**config.mk**
```make
export PLATFORM = sky130hd
export DESIGN_NAME = frac_prescaler
export DESIGN_NICKNAME = d
export VERILOG_FILES = /design/src/rtl/prescale_pkg.sv /design/src/rtl/prescale_reg.sv /design/src/rtl/frac_accum.sv /design/src/rtl/frac_prescaler.sv
export SDC_FILE = /design/constraint.sdc
export NUM_CORES = 1
export LEC_CHECK = 0
export ABC_AREA = 1
export CORE_MARGIN = 8
export CORE_UTILIZATION = 46
export DETAILED_ROUTE_END_ITERATION = 16
export PLACE_DENSITY_LB_ADDON = 0.2
export SLEW_MARGIN = 20
export SYNTH_ARGS = -nofsm -noshare
export SYNTH_HDL_FRONTEND = slang
export SYNTH_SLANG_ARGS = --single-unit
export TNS_END_PERCENT = 5
```
**constraint.sdc**
```tcl
create_clock -name clk -period 1.77 [get_ports clk]
set_input_delay 0.354 -clock clk [delete_from_list [all_inputs] [get_ports clk]]
set_output_delay 0.354 -clock clk [all_outputs]
set_load 0.1 [all_outputs]
```
**src/rtl/prescale_pkg.sv**
```systemverilog
package prescale_pkg;

  // Divisor expressed in eighths; a zero whole part maps to ratio 1.
  function automatic int unsigned eighths(input int unsigned whole,
                                          input int unsigned frac,
                                          input int unsigned frac_bits);
    if (whole == 0) return (32'd1 << frac_bits);
    return (whole << frac_bits) + frac;
  endfunction

  // Shortest whole-cycle gap between enables.
  function automatic int unsigned gap_floor(input int unsigned div8,
                                            input int unsigned frac_bits);
    return div8 >> frac_bits;
  endfunction

  // Longest whole-cycle gap between enables.
  function automatic int unsigned gap_ceil(input int unsigned div8,
                                           input int unsigned frac_bits);
    return (div8 + (32'd1 << frac_bits) - 1) >> frac_bits;
  endfunction

endpackage

```
**src/rtl/prescale_reg.sv**
```systemverilog
module prescale_reg #(
  parameter int M_W = 5,
  parameter int N_W = 3,
  parameter logic [M_W+N_W-1:0] RST_VAL = 8'h20
) (
  input  logic               clk,
  input  logic               rst_n,
  input  logic               wr_en,
  input  logic [M_W+N_W-1:0] wr_data,
  output logic [M_W+N_W-1:0] setting,
  output logic [M_W+N_W-1:0] div8,
  output logic               restart
);
  import prescale_pkg::*;
  localparam int REG_W = M_W + N_W;

  logic [M_W-1:0] whole;
  logic [N_W-1:0] frac;

  always_ff @(posedge clk) begin
    if (!rst_n)     setting <= RST_VAL;
    else if (wr_en) setting <= wr_data;
  end

  assign whole   = setting[REG_W-1:N_W];
  assign frac    = setting[N_W-1:0];
  assign div8    = REG_W'(eighths(32'(whole), 32'(frac), N_W));
  assign restart = wr_en;
endmodule

```
**src/rtl/frac_accum.sv**
```systemverilog
module frac_accum #(
  parameter int M_W = 5,
  parameter int N_W = 3
) (
  input  logic               clk,
  input  logic               rst_n,
  input  logic               restart,
  input  logic [M_W+N_W-1:0] div8,
  output logic               tick
);
  localparam int ACC_W = M_W + N_W;
  localparam logic [ACC_W:0] STEP = (ACC_W+1)'(1 << N_W);

  logic [ACC_W-1:0] acc;
  logic [ACC_W:0]   sum;
  logic [ACC_W:0]   rem;
  logic             wrap;

  assign sum  = {1'b0, acc} + STEP;
  assign wrap = (sum >= {1'b0, div8});
  assign rem  = sum - {1'b0, div8};

  always_ff @(posedge clk) begin
    if (!rst_n || restart) begin
      acc  <= '0;
      tick <= 1'b0;
    end else if (wrap) begin
      acc  <= rem[ACC_W-1:0];
      tick <= 1'b1;
    end else begin
      acc  <= sum[ACC_W-1:0];
      tick <= 1'b0;
    end
  end
endmodule

```
**src/rtl/frac_prescaler.sv**
```systemverilog
module frac_prescaler #(
  parameter int M_W = 5,
  parameter int N_W = 3,
  parameter logic [M_W+N_W-1:0] RST_VAL = 8'h20
) (
  input  logic               clk,
  input  logic               rst_n,
  input  logic               wr_en,
  input  logic [M_W+N_W-1:0] wr_data,
  output logic [M_W+N_W-1:0] rd_data,
  output logic               tick
);
  localparam int REG_W = M_W + N_W;

  logic [REG_W-1:0] div8;
  logic             restart;

  prescale_reg #(.M_W(M_W), .N_W(N_W), .RST_VAL(RST_VAL)) u_reg (
    .clk     (clk),
    .rst_n   (rst_n),
    .wr_en   (wr_en),
    .wr_data (wr_data),
    .setting (rd_data),
    .div8    (div8),
    .restart (restart)
  );

  frac_accum #(.M_W(M_W), .N_W(N_W)) u_acc (
    .clk     (clk),
    .rst_n   (rst_n),
    .restart (restart),
    .div8    (div8),
    .tick    (tick)
  );
endmodule

```
==> run metrics <==
critical-path cell list=ha_1 -> ha_1 -> nand2_4 -> nor2_1 -> nand2_1 -> nand3_2 -> nand2_2 -> nand2_4 -> nand2_8 -> buf_6 -> a21oi_2 -> nor2_1; worst path buffer plus inverter count=1; GPL Wtd Cong=0.855; post-route setup TNS=-2400 ps; Antenna Nets Post-Route=0; share of flip-flops with an asynchronous set or reset=0%; setup violators final=9; Nets=242; met2 Use GR=30.1%; initial core utilization=47.1%; via count=1289; Yosys top cell by area=dfxtp_1; top cells by count, synth=nand2_1, inv_1, nor2_1; first-pass GRT wire length=5.58 mm; Worst Path Arrival=2290 ps; clk root buf=clkbuf_4; Core ar.=2410 sq um; die width=65.7 microns; status=complete, but fails checks; Reg clk slew, reported paths=100 ps; # IOs=20; Max FO, Critical Path=8; post-synth cell types=23; Synth Instances=165; CTS sink cnt=17; die height=65.7 microns; failing checks=negative setup slack; static leakage=0.000935 uW; Mapped Area=1130 sq um; Pre-Repair DR Iteration Count=4; clock skew=0.656 ps; Slew @ Worst Pin=355 ps; Crit path max-delay family=adder cells; Longest Clk Path Bufs=2; RSZ-0062 raised after global routing=yes; post-synthesis sequential area ratio=30.0%; crit path launch type=flip-flop; residual DRC count=0; max cap viols=0; met3 usage=3.40%; Ys Warns=0; final WL=3.35 mm; GRT overflow=0; global routing usage on met1=17.2%; die area=4310 sq um; Critical Path RT=1970 ps; diode count=0; final core occ=78.3%; Fmax=478 MHz; Area contributors post-synth=dfxtp_1, ha_1, nand2_1; initial antenna violation count=0; final clock period utilization by the worst path=118%; Area after DPL=1730 sq um; Slew HR=76.3%; vias per inst=5.16; Tightest Hold Check Type=flip-flop to flip-flop; Worst Slack Setup Final=-324 ps; fraction of layout instances using a drive strength above 1=37.7%; hpwl dp=2.52 mm; Iter 0 DRT Violations=73; top_reg_cell synth=dfxtp_1; # rows=18; pre-CTS WS=-352 ps; Final Hold Vio Count=0; Setup crit end kind=flip-flop; grt peak-use layer=met2; cts-stage hold buffer count=0; worst IR drop on VDD=740 uV; largest net degree at the start of global routing=18; Tot GR Track Use=16.2%; port bufs=19; H-tree levels=1; CTS tree=yes; Final Max Tran Viols=0; CP max stage delay=430 ps; Design Area, Final=1890 sq um; cts bufs inserted=3; min cycle time layout=2090 ps; syn_area_per_cell=6.88 sq um; vias in the first global route=1300; most frequent cell after synthesis=nand2_1; Crit Path Category=flip-flop to flip-flop; Mapped Nets=186; worst skew pair latency=290 ps; Post-synth EDFFs=0; Slowest cell on crit path=ha_1; pwr dens=1040 nW/um^2; Seq cells post-synth=17; area growth from synthesis to layout=66.4%; worst hold slack=557 ps; Yosys top cell area share=30.0%; Avg WL per Cell=13.4 microns
-- metrics by stage --
stage,instances,power (uW)
finish,250,1960
global route,250,2080
CTS,247,1860
detailed placement,237,1540
global placement,237,1500
floorplan,165,1190
-- path summary, 6_finish.rpt --
check / from / to / slack (ps) / cells past startpoint
setup / recovery: u_acc.acc[3] / u_acc.acc[7] / -320 / 12
hold / removal: u_reg.setting[1] / u_reg.setting[1] / 560 / 2
setup reg to reg: u_acc.acc[3] / u_acc.acc[7] / -320 / 12
hold reg to reg: u_reg.setting[1] / u_reg.setting[1] / 560 / 2
-- cell type report --
class | count | area, sq um
sequential | 17 | 363
fill | 163 | 522
multi-input combinational | 120 | 808
timing repair buffer | 53 | 556
tap | 30 | 37.5
inverter | 26 | 97.6
clock buffer | 4 | 26.3
-- where the power goes --
part	switching, uW	internal, uW	leakage [uW]
clock network	123	87.7	0.0000150
registers	35.9	429	0.000143
logic	702	578	0.000777
-- worst register-to-register path, stage by stage (launching register included) --
cell and delay, ps:
dfxtp_1 340, ha_1 320, ha_1 430, nand2_4 90, nor2_1 100, nand2_1 70, nand3_2 90, nand2_2 80
nand2_4 100, nand2_8 80, buf_6 140, a21oi_2 120, nor2_1 50
-- registers in the layout (all words and copies together) (netlist names) --
register and flops:
u_acc.tick 1, u_acc.acc 8, u_reg.setting 8
-- cell usage in the layout, fill, tap and decap left out --
master,n
a21boi_2,1
a21o_1,1
a21oi_1,6
a21oi_2,11
buf_12,10
buf_4,31
buf_6,2
clkbuf_1,1
clkbuf_4,3
clkdlybuf4s50_1,10
dfxtp_1,9
dfxtp_2,3
dfxtp_4,5
fa_1,1
ha_1,6
ha_4,3
inv_1,24
inv_2,2
nand2_1,26
nand2_2,2
nand2_4,3
nand2_8,1
nand3_1,14
nand3_2,3
nand4_1,2
nor2_1,21
nor2_2,1
nor3_4,1
nor3b_1,1
o21ai_0,8
or2_2,1
xor2_1,7
-- cell families (layout without fill, tap and decap cells) --
family | Yosys count | in the layout | share of synthesized area (%)
buf+inv | 29 | 83 | 10.4
fa+ha+maj | 10 | 10 | 11.7
simple gates | 75 | 76 | 30.2
xor+xnor | 7 | 7 | 5.40
flops | 17 | 17 | 30.0
compound gates | 27 | 27 | 12.3
-- metal layers --
metal / wire length, microns / up-vias
met5: 0 / -
met4: 82 / 0
met3: 138 / 13
met2: 1650 / 50
met1: 1480 / 587
li1: - / 639
-- repair_timing --
item,4_1_cts,5_1_grt
cloned,1,0
resized for setup,6,6
pin swaps,5,8
hold endpoints to repair,0,0
setup endpoints to repair,9,9
setup buffers,5,3
Note: power is estimated with default switching activity, not from simulation.
